--- config.mk ---
export PLATFORM = sky130hd
export DESIGN_NAME = cpwm_gen
export DESIGN_NICKNAME = d
export VERILOG_FILES = /design/src/rtl/cpwm_pkg.sv /design/src/rtl/cpwm_ctrl.sv /design/src/rtl/cpwm_dpath.sv /design/src/rtl/cpwm_deadband.sv /design/src/rtl/cpwm_gen.sv
export SDC_FILE = /design/constraint.sdc
export NUM_CORES = 1
export LEC_CHECK = 0
export ABC_CLOCK_PERIOD_IN_PS = 8450
export BUFFER_PORTS_ARGS = -buffer_cell sky130_fd_sc_hd__buf_2
export CAP_MARGIN = 30
export CORE_MARGIN = 3
export CORE_UTILIZATION = 65
export CTS_BUF_LIST = sky130_fd_sc_hd__clkbuf_4 sky130_fd_sc_hd__clkbuf_8
export DETAILED_ROUTE_END_ITERATION = 12
export PLACE_DENSITY = 0.79
export SKIP_CTS_REPAIR_TIMING = 1
export SLEW_MARGIN = 20
export SYNTH_ARGS = -nofsm -noshare
export SYNTH_HDL_FRONTEND = slang
export SYNTH_SLANG_ARGS = --single-unit
export TNS_END_PERCENT = 10
--- constraint.sdc ---
create_clock -name clk -period 8.45 [get_ports clk]
set_input_delay 2.535 -clock clk [delete_from_list [all_inputs] [get_ports clk]]
set_output_delay 2.535 -clock clk [all_outputs]
set_load 0.005 [all_outputs]
--- src/rtl/cpwm_pkg.sv ---
package cpwm_pkg;
  localparam int ADDR_W = 4;
  localparam logic [ADDR_W-1:0] ADDR_MOD  = 4'd12;
  localparam logic [ADDR_W-1:0] ADDR_DT   = 4'd13;
  localparam logic [ADDR_W-1:0] ADDR_CFG  = 4'd14;
  localparam logic [ADDR_W-1:0] ADDR_LOAD = 4'd15;

  typedef struct packed {
    logic reload;
    logic countUp;
  } ctrlStrobe_t;
endpackage

--- src/rtl/cpwm_ctrl.sv ---
module cpwm_ctrl
  import cpwm_pkg::*;
#(
  parameter int CNT_W   = 14,
  parameter int DT_W    = 6,
  parameter int DEF_MOD = 12500,
  parameter int MAX_DIV = 4
) (
  input  logic              clk,
  input  logic              rstN,
  input  logic              wrEn,
  input  logic [ADDR_W-1:0] wrAddr,
  input  logic [CNT_W-1:0]  wrData,
  output logic [CNT_W-1:0]  cnt,
  output logic [DT_W-1:0]   deadTime,
  output ctrlStrobe_t       strobe,
  output logic              syncOut
);
  localparam int FREQ_W   = (MAX_DIV > 1) ? $clog2(MAX_DIV) : 1;
  localparam int FULL_BIT = FREQ_W;
  localparam int HALF_BIT = FREQ_W + 1;
  localparam logic [FREQ_W-1:0] MAX_CODE = FREQ_W'(MAX_DIV - 1);
  localparam logic [CNT_W-1:0]  MIN_MOD  = CNT_W'(2);

  logic [CNT_W-1:0]  modReg;
  logic [FREQ_W-1:0] freqPend;
  logic [FREQ_W-1:0] freqAct;
  logic [FREQ_W-1:0] oppCnt;
  logic              fullEn;
  logic              halfEn;
  logic              dirUp;
  logic              fullOpp;
  logic              halfOpp;
  logic              oppTaken;
  logic              reloadNow;

  // configuration registers
  always_ff @(posedge clk) begin
    if (!rstN) begin
      modReg   <= CNT_W'(DEF_MOD);
      deadTime <= '0;
      freqPend <= '0;
      fullEn   <= 1'b1;
      halfEn   <= 1'b1;
    end else if (wrEn) begin
      if (wrAddr == ADDR_MOD) begin
        modReg <= (wrData < MIN_MOD) ? MIN_MOD : wrData;
      end
      if (wrAddr == ADDR_DT) begin
        deadTime <= wrData[DT_W-1:0];
      end
      if (wrAddr == ADDR_CFG) begin
        freqPend <= (wrData[FREQ_W-1:0] > MAX_CODE) ? MAX_CODE : wrData[FREQ_W-1:0];
        fullEn   <= wrData[FULL_BIT];
        halfEn   <= wrData[HALF_BIT];
      end
    end
  end

  // triangular time base
  always_ff @(posedge clk) begin
    if (!rstN) begin
      cnt   <= '0;
      dirUp <= 1'b1;
    end else if (dirUp) begin
      if (cnt >= modReg) begin
        cnt   <= cnt - 1'b1;
        dirUp <= 1'b0;
      end else begin
        cnt <= cnt + 1'b1;
      end
    end else begin
      cnt <= cnt - 1'b1;
      if (cnt == CNT_W'(1)) begin
        dirUp <= 1'b1;
      end
    end
  end

  // reload opportunity selection and divider
  always_comb begin
    fullOpp   = (cnt == '0);
    halfOpp   = dirUp && (cnt >= modReg);
    oppTaken  = (fullOpp && fullEn) || (halfOpp && halfEn);
    reloadNow = oppTaken && (oppCnt == freqAct);
  end

  always_ff @(posedge clk) begin
    if (!rstN) begin
      oppCnt  <= '0;
      freqAct <= '0;
      syncOut <= 1'b0;
    end else begin
      syncOut <= reloadNow;
      if (reloadNow) begin
        oppCnt  <= '0;
        freqAct <= freqPend;
      end else if (oppTaken) begin
        oppCnt <= oppCnt + 1'b1;
      end
    end
  end

  always_comb begin
    strobe.reload  = reloadNow;
    strobe.countUp = dirUp;
  end

  AST_SYNC_ONE_CYCLE: assert property (@(posedge clk) disable iff (!rstN)
    syncOut |=> !syncOut);
  AST_DIV_BOUND: assert property (@(posedge clk) disable iff (!rstN)
    oppCnt <= freqAct);
  AST_PEAK_TURNS_DOWN: assert property (@(posedge clk) disable iff (!rstN)
    (strobe.reload && cnt != '0) |=> !dirUp);
endmodule

--- src/rtl/cpwm_dpath.sv ---
module cpwm_dpath
  import cpwm_pkg::*;
#(
  parameter int CNT_W     = 14,
  parameter int NUM_PAIRS = 3
) (
  input  logic                 clk,
  input  logic                 rstN,
  input  logic                 wrEn,
  input  logic [ADDR_W-1:0]    wrAddr,
  input  logic [CNT_W-1:0]     wrData,
  input  ctrlStrobe_t          strobe,
  input  logic [CNT_W-1:0]     cnt,
  output logic [NUM_PAIRS-1:0] rawTop
);
  localparam int NUM_OUT = 2 * NUM_PAIRS;

  logic [CNT_W-1:0] bufVal [NUM_OUT];
  logic [CNT_W-1:0] actVal [NUM_OUT];
  logic             loadOk;
  logic             loadWr;

  always_comb loadWr = wrEn && (wrAddr == ADDR_LOAD);

  always_ff @(posedge clk) begin
    if (!rstN) begin
      for (int i = 0; i < NUM_OUT; i++) begin
        bufVal[i] <= '0;
        actVal[i] <= '0;
      end
      loadOk <= 1'b0;
    end else begin
      for (int i = 0; i < NUM_OUT; i++) begin
        if (wrEn && (wrAddr == ADDR_W'(i))) begin
          bufVal[i] <= wrData;
        end
      end
      if (strobe.reload && loadOk) begin
        for (int i = 0; i < NUM_OUT; i++) begin
          actVal[i] <= bufVal[i];
        end
        loadOk <= 1'b0;
      end
      if (loadWr) begin
        loadOk <= wrData[0];
      end
    end
  end

  for (genvar p = 0; p < NUM_PAIRS; p++) begin : g_cmp
    always_comb begin
      rawTop[p] = strobe.countUp ? (cnt < actVal[2*p]) : (cnt < actVal[2*p+1]);
    end
  end

  for (genvar i = 0; i < NUM_OUT; i++) begin : g_hold
    AST_HOLD_UNARMED: assert property (@(posedge clk) disable iff (!rstN)
      !(strobe.reload && loadOk) |=> $stable(actVal[i]));
  end

  AST_ARM_CLEARS: assert property (@(posedge clk) disable iff (!rstN)
    (strobe.reload && loadOk && !loadWr) |=> !loadOk);
endmodule

--- src/rtl/cpwm_deadband.sv ---
module cpwm_deadband #(
  parameter int DT_W = 6
) (
  input  logic            clk,
  input  logic            rstN,
  input  logic [DT_W-1:0] deadTime,
  input  logic            rawIn,
  output logic            outTop,
  output logic            outBot
);
  logic            stateQ;
  logic [DT_W-1:0] timerQ;

  always_ff @(posedge clk) begin
    if (!rstN) begin
      stateQ <= 1'b0;
      timerQ <= '0;
      outTop <= 1'b0;
      outBot <= 1'b0;
    end else if (rawIn != stateQ) begin
      stateQ <= rawIn;
      if (deadTime == '0) begin
        timerQ <= '0;
        outTop <= rawIn;
        outBot <= !rawIn;
      end else begin
        timerQ <= deadTime;
        outTop <= 1'b0;
        outBot <= 1'b0;
      end
    end else if (timerQ != '0) begin
      timerQ <= timerQ - 1'b1;
      if (timerQ == DT_W'(1)) begin
        outTop <= stateQ;
        outBot <= !stateQ;
      end
    end else begin
      outTop <= stateQ;
      outBot <= !stateQ;
    end
  end

  AST_NO_SHOOT_THROUGH: assert property (@(posedge clk) disable iff (!rstN)
    !(outTop && outBot));
  AST_GUARD_GAP: assert property (@(posedge clk) disable iff (!rstN)
    (deadTime != '0 && rawIn != stateQ) |=> (!outTop && !outBot));
endmodule

--- src/rtl/cpwm_gen.sv ---
module cpwm_gen
  import cpwm_pkg::*;
#(
  parameter int NUM_PAIRS = 3,
  parameter int CNT_W     = 14,
  parameter int DT_W      = 6,
  parameter int DEF_MOD   = 12500,
  parameter int MAX_DIV   = 4
) (
  input  logic                 clk,
  input  logic                 rstN,
  input  logic                 wrEn,
  input  logic [3:0]           wrAddr,
  input  logic [CNT_W-1:0]     wrData,
  output logic [NUM_PAIRS-1:0] pwmTop,
  output logic [NUM_PAIRS-1:0] pwmBot,
  output logic                 reloadSync
);
  ctrlStrobe_t          strobe;
  logic [CNT_W-1:0]     cnt;
  logic [DT_W-1:0]      deadTime;
  logic [NUM_PAIRS-1:0] rawTop;

  cpwm_ctrl #(
    .CNT_W(CNT_W), .DT_W(DT_W), .DEF_MOD(DEF_MOD), .MAX_DIV(MAX_DIV)
  ) u_ctrl (
    .clk(clk), .rstN(rstN), .wrEn(wrEn), .wrAddr(wrAddr), .wrData(wrData),
    .cnt(cnt), .deadTime(deadTime), .strobe(strobe), .syncOut(reloadSync)
  );

  cpwm_dpath #(
    .CNT_W(CNT_W), .NUM_PAIRS(NUM_PAIRS)
  ) u_dpath (
    .clk(clk), .rstN(rstN), .wrEn(wrEn), .wrAddr(wrAddr), .wrData(wrData),
    .strobe(strobe), .cnt(cnt), .rawTop(rawTop)
  );

  for (genvar p = 0; p < NUM_PAIRS; p++) begin : g_leg
    cpwm_deadband #(.DT_W(DT_W)) u_db (
      .clk(clk), .rstN(rstN), .deadTime(deadTime), .rawIn(rawTop[p]),
      .outTop(pwmTop[p]), .outBot(pwmBot[p])
    );
  end

  AST_SYNC_FOLLOWS_RELOAD: assert property (@(posedge clk) disable iff (!rstN)
    strobe.reload |=> reloadSync);
endmodule

# Word level (Yosys, flattened, before mapping)
# Memories as Yosys holds them, arrays and structs flattened.
# Cells that the tools add are included.
# Widths: inputs -> output; s select.
# totals
out_inout_bits,7
wordCells,183
mem_bits_rw,168
ff_bits,72
memories,2
# classes
magnitude_cmp,9
n_mux,77
eq_ne,20
addsub,6
bitwise_logic,13
n_reduce_logical,33
# memory_table
name,depth,word_bits,read_ports,rd_clocked_by_memory_dff,write_ports,line_no,text
u_dpath.actVal,6,14,6,0,6,cpwm_dpath.sv:19,logic [CNT_W-1:0] actVal [NUM_OUT];
u_dpath.bufVal,6,14,6,0,6,cpwm_dpath.sv:18,logic [CNT_W-1:0] bufVal [NUM_OUT];
# ops
operator,n
$mux 14,15
$lt 14x14->1,6
$mux 1,54
$mux 6,7
$eq 6x1->1 const B,3
$reduce_bool 6->1,3
$sub 6x1->6 const B,3
$eq 4x4->1 const B,4
$add 14x1->14 const B,1
$eq 14x1->1 const B,1
$ge 14x14->1,1
$logic_not 14->1,1
$lt 14x2->1 const B,1
$sub 14x1->14 const B,1
$logic_and 1x1->1,12
$or 1x1->1,12
$ne 3x2->1 const B,3
$eq 4x2->1 const B,2
$eq 4x3->1 const B,2
$reduce_bool 2->1,4
$logic_not 1->1,6
$logic_not 6->1,1
$reduce_and 2->1,3
$eq 4x1->1 const B,1
9 further kinds,11

# Longest topological paths before layout
# Gate-level depths: netlist of run 1.
# depth
word_depth,10
mapped_depth,12
depth_no_buf,9

# By module
# A second synthesis of run 1 with hierarchy kept.
# unflattened
hier_cells,1160
area_unflattened_um2,12572.1
# modules_own_cells
module,seq_area_each_um2,area_per_inst_um2,cells_per_inst,n_inst
cpwm_dpath,5064.9,8346.8,658,1
cpwm_ctrl,880.8,2577.5,316,1
cpwm_deadband,180.2,549.3,62,3

# Worst setup path after synthesis of run 1
# No wires, ideal clock.
# synth_timing
path_kind,input port to flip-flop
startpoint,input port rstN
endpoint,memory u_dpath.actVal[0][0] (enable)
t_arrival_ps,4671
path_stages,3
path_buffers,1
required_ps,8009
setup_slack_ps,3338
cell_sequence,clkinv_1 > buf_1 > a21o_1
# synth_rtl
element,line_no,text
start: declaration,cpwm_gen.sv:11,"input logic rstN,"
end: declaration,cpwm_dpath.sv:19,

==> summary.md, run 1 <==
| Metric | Value |
|---|---|
| DP HPWL | `17500 um` |
| Hold Vio Cnt, Final | `0` |
| Register area share after synthesis | `around 52%` |
| Die Area | `approximately 0.021 mm2` |
| Syn Area/Cell | `around 11 um2` |
| Setup crit end kind | `flip-flop` |
| Dpl ws | `3.73 ns` |
| Adder-cell share of the synthesized area | `between 10% and 20%` |
| Status | `completed` |
| Worst Path Max Fanout | `between 50 and 60` |
| Non-Filler Instances | `1457` |
| CP max stage delay | `0.78 ns` |
| Synthesized cell area | `approximately 0.012 mm2` |
| FF+latch count, synth | `240` |
| Setup crit start kind | `input port` |
| PwrDens | `a little over 200 mW/mm2` |
| Via-to-Cell Ratio | `roughly 5.8` |
| GRT Total Usage | `26.8%` |
| HP Class | `flip-flop to flip-flop` |
| Clk sinks | `240` |
| Post-Synth XOR/XNOR Area | `1.55%` |
| Reg clk slew, reported paths | `0.06 ns` |
| Lkg Pwr | `between 5 and 6 nW` |
| Min Hold Slack | `0.455 ns` |
| Global-route wire length before repair | `about 43000 um` |
| Synth Area in Compound Gates | `under 10%` |
| Max Root-Sink Buffers | `3` |
| Post-Synth Simple-Gate Area | `between 10% and 20%` |
| Worst-margin pin slew | `0.879 ns` |
| RSZ-0062 raised after global routing | `false` |
| Synth Net Count | `roughly 1300` |
| Buffer and inverter count on the worst path | `4` |
| Critical path cell sequence | `buf_2 > buf_4 > clkinv_1 > buf_4 > nor3_1 > and2_1` |
| Routed len/inst | `18.5 um` |
| Core box area | `approximately 0.018 mm2` |
| H-tree Lvls | `2` |
| WP data arrival | `4.58 ns` |
| EDFF count, synth | `168` |
| Total routed wirelength | `roughly 27000 um` |
| Buffers on Ports | `27` |
| Drt first pass iters | `6` |
| Inst Count DP | `between 1000 and 1500` |
| Skew final | `about 0.029 ns` |
| Final worst slack | `roughly 4.3 ns` |
| VDD IR max | `0.000168 V` |
| DR vias | `between 8000 and 9000` |
| Layout cells sized above 1 | `under 10%` |
| R2R cell count | `10` |
| Grt ovf | `0` |
| Total CTS buffers | `39` |
| Final Cycle Share | `a little under 50%` |
| Area after DPL | `~0.013 mm2` |
| Root Buffer | `clkbuf_8` |
| Antenna Nets Post-Route | `0` |
| CP required | `slightly below 9 ns` |
| Final worst path period need | `4.19 ns` |
| Worst path slowest cell | `nor3_1` |
| Crit path top cell by count | `buf_4` |
| Nets | `1323` |
| DRT iter0 DRCs | `651` |
| Routability-driven placement congestion ratio | `0.884` |
| Post-synthesis cell count | `between 1000 and 1500` |
| Mux contribution to synthesized area | `roughly 2.7%` |
| Initial antenna violation count | `0` |
| # IOs | `28` |
| FP Rows | `just under 50` |
| Largest net degree at the start of global routing | `85` |
| Delay-heaviest family, CP | `simple AND/OR/NAND/NOR gates` |
| Levels on crit path | `6` |
| Post-synthesis cell type count | `63` |
| Synthesis-to-finish area growth | `8.54%` |
| Vias in the first global route | `8111` |
| Ys flop type | `edfxtp_1` |
| Setup CP Type | `input port to flip-flop` |
| Skew-Pair Late Insertion Delay | `around 0.54 ns` |
| Initial Utilization | `about 68%` |
| Die X-Extent | `about 140 um` |
| Drt drc | `0` |
| Max-Slew Margin vs Limit | `approximately 41%` |
| Setup TNS after final layout | `0 ns` |
| Die Ht | `about 140 um` |
| Finished Cell Area | `about 0.014 mm2` |
| Final setup viols | `0` |
| Max frequency | `0.238 GHz` |
| Dominant combinational cell family by area after synthesis | `simple AND/OR/NAND/NOR gates` |
| Slew Viols, Final | `0` |
| Async set-or-reset flop fraction in the synthesized netlist | `0%` |
| CTS tree | `built` |
| Yosys warnings | `0` |
| Max cap viols | `0` |
| Hold Path Depth | `2` |
-- per-layer routing --
| metal | track usage [%] | vias to the layer above | part of all wire, % |
|---|---|---|---|
| met1 | 36.9 | 4023 | 43 |
| met4 | 8.93 | 0 | 2.5 |
| met2 | 43.1 | 279 | 46 |
| met5 | 0 | - | 0 |
| met3 | 5.49 | 59 | 7.8 |
| li1 | - | 4154 | - |
-- per-stage QoR --
| step | power, mW | util [%] |
|---|---|---|
| finish | 2.74 | 73.5 |
| global route | 2.88 | 73.5 |
| CTS | 2.76 | 73.4 |
| detailed placement | 1.79 | 69.3 |
| global placement | 1.77 | 69.0 |
| floorplan | 1.68 | - |
-- worst reg2reg max path, stage by stage, from the launching register on --
cell and delay [ns]:
dfxtp_1 0.70, inv_1 0.25, ha_1 0.34, nand2b_1 0.09, a21oi_1 0.07, o21a_1 0.20
o21a_1 0.20, o22a_2 0.28, nor2_1 0.20, a21o_4 0.42, buf_16 0.33
-- report_power, final --
part,internal [mW],total [mW],leakage (nW),switching (mW)
registers,1.33,1.37,2.26,0.0420
clock network,0.537,0.975,0.397,0.438
logic,0.152,0.397,3.03,0.246
total,2.01,2.74,5.68,0.725
-- cells in the mapped netlist (6+ instances only) --
library cell	number	area (um2)
edfxtp_1	168	5040
and2_1	165	1030
inv_1	108	405
ha_1	102	1280
nor2_1	78	293
dfxtp_1	72	1440
nand2_1	68	255
a21oi_1	48	240
mux2i_1	33	330
o21ai_0	32	160
nand3_1	31	155
clkbuf_1	23	86.3
nor3_1	22	110
a21o_1	20	150
nand2b_1	16	100
nand4_1	16	100
o211ai_1	13	97.6
or3_1	11	68.8
xnor2_1	11	96.3
xor2_1	11	96.3
nor4_1	10	62.6
a211oi_1	9	67.6
buf_6	8	90.1
buf_4	6	45.0
-- flip-flops by register name (all words and copies together) (netlist names) --
name	flops
g_leg.u_db.outTop	3
u_ctrl.dirUp	1
g_leg.u_db.timerQ	18
u_ctrl.fullEn	1
u_ctrl.modReg	14
u_ctrl.deadTime	6
u_ctrl.halfEn	1
u_ctrl.cnt	14
g_leg.u_db.stateQ	3
u_ctrl.oppCnt	2
u_ctrl.freqAct	2
u_ctrl.freqPend	2
u_dpath.loadOk	1
u_dpath.bufVal	84
u_ctrl.syncOut	1
g_leg.u_db.outBot	3
u_dpath.actVal	84
-- cell type report --
cell class	count	area [um2]
repair buffers	43	273
fillers	1307	4880
diodes	1	2.50
clock inverters	15	95.1
flip-flops and latches	240	6490
inverters	109	409
multi-input cells	767	5300
clock buffers	53	661
well taps	229	287
-- path summary, 6_finish.rpt --
path	startpoint	slack, ns	to
hold reg to reg	u_ctrl.modReg[5]	0.46	u_ctrl.modReg[5]
setup reg to reg	u_ctrl.cnt[0]	5.01	u_dpath.actVal[0][50]
setup / recovery	rstN	4.26	u_dpath.bufVal[0][69]
hold / removal	u_ctrl.modReg[5]	0.46	u_ctrl.modReg[5]
-- cells by family after synthesis --
family,count (synthesis)
simple gates,452
flops,240
compound gates,157
buf+inv,157
fa+ha+maj,102
mux,34
xor+xnor,22
-- layout by cell type, fill, tap and decap left out, types with 13 or more instances in the layout --
cell type	netlist	final
buf_4	6	14
edfxtp_1	168	168
dfxtp_1	72	72
buf_2	4	28
o21ai_0	32	28
nand2b_1	16	16
ha_1	102	102
nor3_1	22	22
mux2i_1	33	33
nor2_1	78	78
a21oi_1	48	48
clkbuf_8	0	42
nand2_1	68	68
o211ai_1	13	13
inv_1	108	108
nand4_1	16	16
a21o_1	20	19
and2_1	165	165
nand3_1	31	31
Power figures use the tool's default switching activity.
==> inputs of run 2 (changes only) <==
--- a/config.mk
+++ b/config.mk
@@ -5,14 +5,15 @@
 export SDC_FILE = /design/constraint.sdc
 export NUM_CORES = 1
 export LEC_CHECK = 0
-export ABC_CLOCK_PERIOD_IN_PS = 8450
+export ABC_AREA = 1
+export ABC_CLOCK_PERIOD_IN_PS = 3500
 export BUFFER_PORTS_ARGS = -buffer_cell sky130_fd_sc_hd__buf_2
 export CAP_MARGIN = 30
 export CORE_MARGIN = 3
-export CORE_UTILIZATION = 65
+export CORE_UTILIZATION = 59
 export CTS_BUF_LIST = sky130_fd_sc_hd__clkbuf_4 sky130_fd_sc_hd__clkbuf_8
 export DETAILED_ROUTE_END_ITERATION = 12
-export PLACE_DENSITY = 0.79
+export PLACE_DENSITY = 0.76
 export SKIP_CTS_REPAIR_TIMING = 1
 export SLEW_MARGIN = 20
 export SYNTH_ARGS = -nofsm -noshare
==> constraint.sdc (replaced) <==
create_clock -name clk -period 3.5 [get_ports clk]
set_input_delay 1.05 -clock clk [delete_from_list [all_inputs] [get_ports clk]]
set_output_delay 1.05 -clock clk [all_outputs]
set_load 0.005 [all_outputs]
==> run 2 against run 1 <==
Setup slack worse by 3.6 ns. Core utilization is 6.1 points lower. Cell area is 6.4% higher. Die area is 15% higher. Worst hold slack better by 0.0046 ns. Largest cell class unchanged. Largest power group unchanged.
==> summary.md, run 2 <==
| Metric | Value |
|---|---|
| Status | `completed (unchanged)` |
| Worst path slowest cell | `dfxtp_1 (was nor3_1)` |
| CTS tree | `built (unchanged)` |
| Power after layout | `6.93 mW (was 2.74 mW)` |
| Largest regs | `u_dpath.actVal (84), u_dpath.bufVal (84), g_leg.u_db.timerQ (18) (unchanged)` |
| DP HPWL | `20200 um (was 17500 um)` |
| Hold Vio Cnt, Final | `0 (unchanged)` |
| Finished Cell Area | `0.0144 mm2 (was 0.0135 mm2)` |
| Register area share after synthesis | `49.7% (was 52.1%)` |
| Antenna fix cells | `0 (was 1)` |
| Final Cycle Share | `a little over 80%` |
| Slew Viols, Final | `0 (unchanged)` |
| Post-synthesis cell type count | `42 (was 63)` |
| GRT Total Usage | `24.0% (was 26.8%)` |
| Post-synth top area cell | `edfxtp_1 (unchanged)` |
| Area after DPL | `0.0135 mm2 (was 0.0128 mm2)` |
| Layout cells sized above 1 | `12.9% (was 9.62%)` |
| Routability-driven placement congestion ratio | `0.908 (was 0.884)` |
| Buffer and inverter count on the worst path | `2 (was 4)` |
| DR vias | `9227 (was 8515)` |
| FP Rows | `53 (was 49)` |
| Die X-Extent | `155 um (was 144 um)` |
| Most instantiated library cell after synthesis | `inv_1 (was edfxtp_1)` |
| DRT iter0 DRCs | `732 (was 651)` |
| Setup crit start kind | `flip-flop (was input port)` |
| RSZ-0062 raised after global routing | `false (unchanged)` |
| Worst Path Max Fanout | `31 (was 54)` |
| HP Class | `flip-flop to flip-flop (unchanged)` |
| Root Buffer | `clkbuf_8 (unchanged)` |
| # IOs | `28 (unchanged)` |
| Synthesis-to-finish area growth | `10.2% (was 8.54%)` |
| H-tree Lvls | `2 (unchanged)` |
| Synth Net Count | `1554 (was 1287)` |
| Final worst path period need | `2.85 ns` |
| Nets | `1606 (was 1323)` |
| Most common cell after layout, fill and taps aside | `inv_1 (was edfxtp_1)` |
| Worst-margin pin slew | `0.859 ns (was 0.879 ns)` |
| Synth top area share | `38.6% (was 40.5%)` |
| EDFF count, synth | `168 (unchanged)` |
| Uppermost routed layer | `met4 (unchanged)` |
| VDD IR max | `0.000351 V (was 0.000168 V)` |
| Die Area | `0.0239 mm2 (was 0.0209 mm2)` |
| Core box area | `0.0214 mm2 (was 0.0184 mm2)` |
| Max-Slew Margin vs Limit | `42.6% (was 41.0%)` |
| Routed len/inst | `15.8 um (was 18.5 um)` |
| Post-synthesis cell count | `1431 (was 1164)` |
| Met2 WL post-DR | `12200 um (was 12500 um)` |
| Clk sinks | `240 (unchanged)` |
| CP max stage delay | `0.40 ns (was 0.78 ns)` |
| Total CTS buffers | `41 (was 39)` |
| Reg clk slew, reported paths | `0.06 ns (about the same)` |
| Yosys warnings | `0 (unchanged)` |
| Most frequent cells in the layout | `inv_1, nand2_1, nor2_1, edfxtp_1, ha_1 (was edfxtp_1, and2_1, inv_1, ha_1, nor2_1)` |
| WP data arrival | `3.12 ns (was 4.58 ns)` |
| CP required | `3.77 ns (was 8.84 ns)` |
| Max frequency | `approximately 0.35 GHz` |
| Total routed wirelength | `28300 um (was 27000 um)` |
| Global-route wire length before repair | `44800 um (was 42500 um)` |
| Crit path top cell by count | `nor2_1 (was buf_4)` |
| Inst Count DP | `1715 (was 1387)` |
| Syn Area/Cell | `9.12 um2 (was 10.7 um2)` |
| Lkg Pwr | `6.83 nW (was 5.68 nW)` |
| Buffers on Ports | `27 (unchanged)` |
| Via-to-Cell Ratio | `5.15 (was 5.84)` |
| Skew-Pair Late Insertion Delay | `0.54 ns (about the same)` |
| Initial antenna violation count | `0 (unchanged)` |
| Initial Utilization | `61.1% (was 67.7%)` |
| Grt ovf | `0 (unchanged)` |
| Ys flop type | `edfxtp_1 (unchanged)` |
| Final setup viols | `0 (unchanged)` |
| Antenna Nets Post-Route | `0 (unchanged)` |
| PwrDens | `482 mW/mm2 (was 203 mW/mm2)` |
| Vias in the first global route | `8579 (was 8111)` |
| Setup TNS after final layout | `0 ns (unchanged)` |
| Most frequent cells after synthesis | `inv_1, nand2_1, nor2_1 (was edfxtp_1, and2_1, inv_1)` |
| Setup crit end kind | `flip-flop (unchanged)` |
| Max Root-Sink Buffers | `3 (unchanged)` |
| Largest net degree at the start of global routing | `42 (was 85)` |
| FF+latch count, synth | `240 (unchanged)` |
| WL met1 | `12400 um (was 11700 um)` |
| Async set-or-reset flop fraction in the synthesized netlist | `0% (unchanged)` |
| Drt first pass iters | `5 (was 6)` |
| Setup CP Type | `flip-flop to flip-flop (was input port to flip-flop)` |
| Top cells by area, synth | `edfxtp_1, dfxtp_1, ha_1 (unchanged)` |
| Max cap viols | `0 (unchanged)` |
| Drt drc | `0 (unchanged)` |
| Delay-heaviest family, CP | `simple AND/OR/NAND/NOR gates (unchanged)` |
| Skew final | `0.0225 ns (was 0.0294 ns)` |
| Synthesized cell area | `0.0131 mm2 (was 0.0125 mm2)` |
| Critical path cell sequence | `clkinv_1 > ha_1 > nand3_1 > nor2_1 > nor2_1 > nand3_2 > nand2_1 > nand2_4 > nand2_4 > nor2_8 > nand2_8 > buf_12 > nor2_1 (was buf_2 > buf_4 > clkinv_1 > buf_4 > nor3_1 > and2_1)` |
| Non-Filler Instances | `1790 (was 1457)` |
| Met3 WL post-DR | `2270 um (was 2110 um)` |
| Die Ht | `155 um (was 144 um)` |
## run 2: cell types whose count changed after synthesis, sizes merged, moves of 13 or more
| cell | delta |
|---|---|
| nand2 | +163 |
| a21oi | +15 |
| and2 | -165 |
| a21o | -15 |
| nand3 | +32 |
| mux2i | -33 |
| inv | +183 |
| o21ai | +19 |
| xor2 | +20 |
| nand2b | -16 |
| nor2 | +182 |
| nor3 | -13 |
## run 2: worst reg2reg max path, cell delays in order (launching register included)
cell and delay [ns]:
dfxtp_1 0.40, clkinv_1 0.27, ha_1 0.38, nand3_1 0.09, nor2_1 0.05, nor2_1 0.14, nand3_2 0.13, nand2_1 0.15
nand2_4 0.10, nand2_4 0.13, nor2_8 0.06, nand2_8 0.31, buf_12 0.30, nor2_1 0.08
## run 2: through the flow
stage / hold WS, ns / util (%) / setup slack, ns
finish: 0.460 / 67.4 / 0.649
global route: 0.479 / 67.4 / 0.418
CTS: 0.455 / 67.4 / 0.652
detailed placement: 0.450 / 63.1 / 0.705
global placement: 0.446 / 63.1 / 0.826
floorplan: 0.414 / - / 0.267
## run 2: cells by family (layout without fill, tap and decap cells)
family          count (synthesis)  count (layout)  synth area share [%]
simple gates                  588             588                  22.0
buf+inv                       332             416                  10.6
flops                         240             240                  49.7
compound gates                131             131                  5.33
fa+ha+maj                     102             102                  9.78
xor+xnor                       38              38                  2.55
## run 2: final timing paths
path / startpoint / endpoint / slack [ns] / depth (start not counted)
setup / recovery: u_ctrl.cnt[0] / u_dpath.actVal[0][46] / 0.65 / 13
hold / removal: u_ctrl.freqPend[1] / u_ctrl.freqAct[1] / 0.46 / 2
setup reg to reg: u_ctrl.cnt[0] / u_dpath.actVal[0][46] / 0.65 / 13
hold reg to reg: u_ctrl.freqPend[1] / u_ctrl.freqAct[1] / 0.46 / 2
## run 2: layout make-up
class / instances / area (um2)
clock buffer: 67 / 803
clock inverter: 8 / 98.8
fill: 1640 / 6970
inverter: 294 / 1100
multi-input combinational: 859 / 5200
sequential: 240 / 6490
tap: 275 / 344
timing repair buffer: 47 / 348
## run 2: metal layers
layer  vias to the layer above  GRT usage, %
li1                       4638             -
met1                      4185          32.8
met2                       314          36.3
met3                        90          5.09
met4                         0          12.1
met5                         -             0
## run 2: report_power, final
| part | switching [mW] | internal [mW] |
|---|---|---|
| logic | 0.587 | 0.319 |
| clock network | 1.11 | 1.60 |
| registers | 0.0978 | 3.22 |
| total | 1.79 | 5.14 |
==> inputs of run 3 (changes only) <==
--- a/config.mk
+++ b/config.mk
@@ -6,14 +6,14 @@
 export NUM_CORES = 1
 export LEC_CHECK = 0
 export ABC_AREA = 1
-export ABC_CLOCK_PERIOD_IN_PS = 3500
+export ABC_CLOCK_PERIOD_IN_PS = 2980
 export BUFFER_PORTS_ARGS = -buffer_cell sky130_fd_sc_hd__buf_2
 export CAP_MARGIN = 30
 export CORE_MARGIN = 3
-export CORE_UTILIZATION = 59
+export CORE_UTILIZATION = 65
 export CTS_BUF_LIST = sky130_fd_sc_hd__clkbuf_4 sky130_fd_sc_hd__clkbuf_8
 export DETAILED_ROUTE_END_ITERATION = 12
-export PLACE_DENSITY = 0.76
+export PLACE_DENSITY = 0.79
 export SKIP_CTS_REPAIR_TIMING = 1
 export SLEW_MARGIN = 20
 export SYNTH_ARGS = -nofsm -noshare
==> constraint.sdc (replaced) <==
create_clock -name clk -period 2.98 [get_ports clk]
set_input_delay 0.894 -clock clk [delete_from_list [all_inputs] [get_ports clk]]
set_output_delay 0.894 -clock clk [all_outputs]
set_load 0.005 [all_outputs]
==> run 3 against run 2 <==
Power increased by 15%. Clock power is 12% higher. Setup slack got worse by 0.21 ns. Clock skew is 0.00095 ns lower. Critical path depth is the same. Largest power group unchanged. Die area down 8.9%. Global-route usage rose by 2.5 points. Flip-flop and latch count did not move. Clock-buffer cell count decreased by 12. Non-clock buffer count up 13. First-iteration DRC count decreased by 1.2%. Cell area hardly changed. Critical endpoint unchanged.
==> summary.md, run 3 (same netlist as run 2, synthesis figures left out) <==
| Metric | Value |
|---|---|
| Initial antenna violation count | `0 (unchanged)` |
| Lkg Pwr | `6.84 nW (was 6.83 nW)` |
| VDD IR max | `0.000588 V (was 0.000351 V)` |
| Core box area | `0.0196 mm2 (was 0.0214 mm2)` |
| Final Core Density | `73.4% (was 67.4%)` |
| Max cap viols | `0 (unchanged)` |
| Reg2reg end | `u_dpath.actVal[0][46] (unchanged)` |
| Via-to-Cell Ratio | `5.28 (was 5.15)` |
| Skew-Pair Late Insertion Delay | `0.54 ns (about the same)` |
| Critical path capture point | `u_dpath.actVal[0][46] (unchanged)` |
| Max frequency | `0.394 GHz (was 0.351 GHz)` |
| Root Buffer | `clkbuf_8 (unchanged)` |
| CP max stage delay | `0.41 ns (was 0.40 ns)` |
| Largest net degree at the start of global routing | `85 (was 42)` |
| Synthesis-to-finish area growth | `10.2% (about the same)` |
| Max Root-Sink Buffers | `3 (unchanged)` |
| Fill count | `1408 (was 1640)` |
| Drt drc | `0 (unchanged)` |
| DR vias | `9440 (was 9227)` |
| Worst Setup SP | `u_ctrl.cnt[0] (unchanged)` |
| Drt first pass iters | `5 (unchanged)` |
| Max-Slew Margin vs Limit | `54.2% (was 42.6%)` |
| Worst Path Max Fanout | `28 (was 31)` |
| Final worst path period need | `2.54 ns (was 2.85 ns)` |
| RSZ-0062 raised after global routing | `false (unchanged)` |
| Antenna fix cells | `0 (unchanged)` |
| Status | `completed (unchanged)` |
| Routed len/inst | `15.8 um (about the same)` |
| Final Cycle Share | `85.1% (was 81.5%)` |
| Setup TNS after final layout | `0 ns (unchanged)` |
| Worst-margin pin slew | `0.681 ns (was 0.859 ns)` |
| Setup crit start kind | `flip-flop (unchanged)` |
| CTS tree | `built (unchanged)` |
| Power after layout | `8.00 mW (was 6.93 mW)` |
| Multi-input combinational cell area | `0.00520 mm2 (unchanged)` |
| Die Area | `0.0218 mm2 (was 0.0239 mm2)` |
| Antenna Nets Post-Route | `0 (unchanged)` |
| R2R Setup Slk | `0.44 ns (was 0.65 ns)` |
| Setup crit end kind | `flip-flop (unchanged)` |
| Slew Viols, Final | `0 (unchanged)` |
| Area after DPL | `0.0136 mm2 (was 0.0135 mm2)` |
| Vias in the first global route | `9112 (was 8579)` |
| Die X-Extent | `148 um (was 155 um)` |
| Final setup viols | `0 (unchanged)` |
| Total routed wirelength | `28300 um (about the same)` |
| PwrDens | `556 mW/mm2 (was 482 mW/mm2)` |
| Total CTS buffers | `41 (unchanged)` |
| R2R cell count | `13 (unchanged)` |
| Min Hold Slack | `0.458 ns (was 0.460 ns)` |
| Routability-driven placement congestion ratio | `0.862 (was 0.908)` |
| Layout cells sized above 1 | `13.1% (was 12.9%)` |
| Finished Cell Area | `0.0144 mm2 (about the same)` |
| WP data arrival | `2.81 ns (was 3.12 ns)` |
| Largest regs | `u_dpath.actVal (84), u_dpath.bufVal (84), g_leg.u_db.timerQ (18) (unchanged)` |
| Buffers on Ports | `27 (unchanged)` |
| Skew final | `0.0216 ns (was 0.0225 ns)` |
| Setup CP Type | `flip-flop to flip-flop (unchanged)` |
| Die Ht | `148 um (was 155 um)` |
| Initial Utilization | `66.6% (was 61.1%)` |
| Most common cell after layout, fill and taps aside | `inv_1 (unchanged)` |
| FP Rows | `51 (was 53)` |
| CP required | `3.26 ns (was 3.77 ns)` |
| GRT Total Usage | `26.5% (was 24.0%)` |
| Hold Vio Cnt, Final | `0 (unchanged)` |
| Clk sinks | `240 (unchanged)` |
| Worst path slowest cell | `dfxtp_1 (unchanged)` |
| DP HPWL | `19900 um (was 20200 um)` |
| Reg clk slew, reported paths | `0.05 ns (was 0.06 ns)` |
| Grt ovf | `0 (unchanged)` |
| H-tree Lvls | `2 (unchanged)` |
| Global-route wire length before repair | `45500 um (was 44800 um)` |
| Critical R2R Launch | `u_ctrl.cnt[0] (unchanged)` |
| Critical path cell sequence | `clkinv_1 > ha_1 > nand3_1 > nor2_1 > nor2_1 > nand3_2 > nand2_1 > nand2_4 > nand2_4 > nor2_8 > nand2_8 > buf_4 > nor2_1 (was clkinv_1 > ha_1 > nand3_1 > nor2_1 > nor2_1 > nand3_2 > nand2_1 > nand2_4 > nand2_4 > nor2_8 > nand2_8 > buf_12 > nor2_1)` |
| DRT iter0 DRCs | `723 (was 732)` |
| Most frequent cells in the layout | `inv_1, nand2_1, nor2_1, edfxtp_1, ha_1 (unchanged)` |
| # IOs | `28 (unchanged)` |
| Nets | `1619 (was 1606)` |
| Register area | `0.00649 mm2 (unchanged)` |
| Crit path top cell by count | `nor2_1 (unchanged)` |
| HP Class | `flip-flop to flip-flop (unchanged)` |
## run 3: critical path, delay by kind of cell (launching register included)
| kind | cells | cell delay, ns |
|---|---|---|
| simple gates | 10 | 1.13 |
| buf+inv | 2 | 0.43 |
| flops | 1 | 0.41 |
| fa+ha+maj | 1 | 0.31 |
## run 3: cell type report
cell class / instances / area share [%]
Clock buffer: 55 / 4.70
Clock inverter: 16 / 1.11
Inverter: 294 / 7.67
Multi-Input combinational cell: 859 / 36.1
Sequential cell: 240 / 45.1
Tap cell: 265 / 2.30
Timing Repair Buffer: 60 / 3.01
## run 3: per-layer routing
metal / up-vias / track usage [%] / part of all wire [%]
met4: 0 / 11.4 / 3.9
met3: 72 / 4.17 / 6.0
met2: 312 / 43.1 / 47
li1: 4667 / - / -
met5: - / 0 / 0
met1: 4389 / 35.7 / 43
## run 3: worst min-delay path by stage
stage | from | to | slack [ns] | cells past startpoint
final | u_ctrl.modReg[3] | u_ctrl.modReg[3] | 0.46 | 2
after global routing | u_ctrl.modReg[3] | u_ctrl.modReg[3] | 0.49 | 2
after CTS | u_ctrl.freqPend[1] | u_ctrl.freqAct[1] | 0.46 | 2
after detailed placement | u_ctrl.freqPend[0] | u_ctrl.freqAct[0] | 0.45 | 2
after global placement | u_ctrl.freqPend[0] | u_ctrl.freqAct[0] | 0.44 | 2
after floorplan | u_ctrl.freqPend[0] | u_ctrl.freqAct[0] | 0.41 | 2
## run 3: through the flow
stage / worst slack, ns / cells
6_report: 0.444 / 1789
5_1_grt: 0.254 / 1789
4_1_cts: 0.461 / 1789
3_5_place_dp: 0.469 / 1718
3_3_place_gp: 0.563 / 1718
2_1_floorplan: 0.342 / 1431
## run 3: power by group
group / internal [mW] / leakage, nW / switching (mW) / total, mW
sequential: 3.78 / 2.26 / 0.109 / 3.89
combinational: 0.378 / 4.15 / 0.698 / 1.08
clock: 1.74 / 0.438 / 1.30 / 3.03
total: 5.89 / 6.84 / 2.11 / 8.00
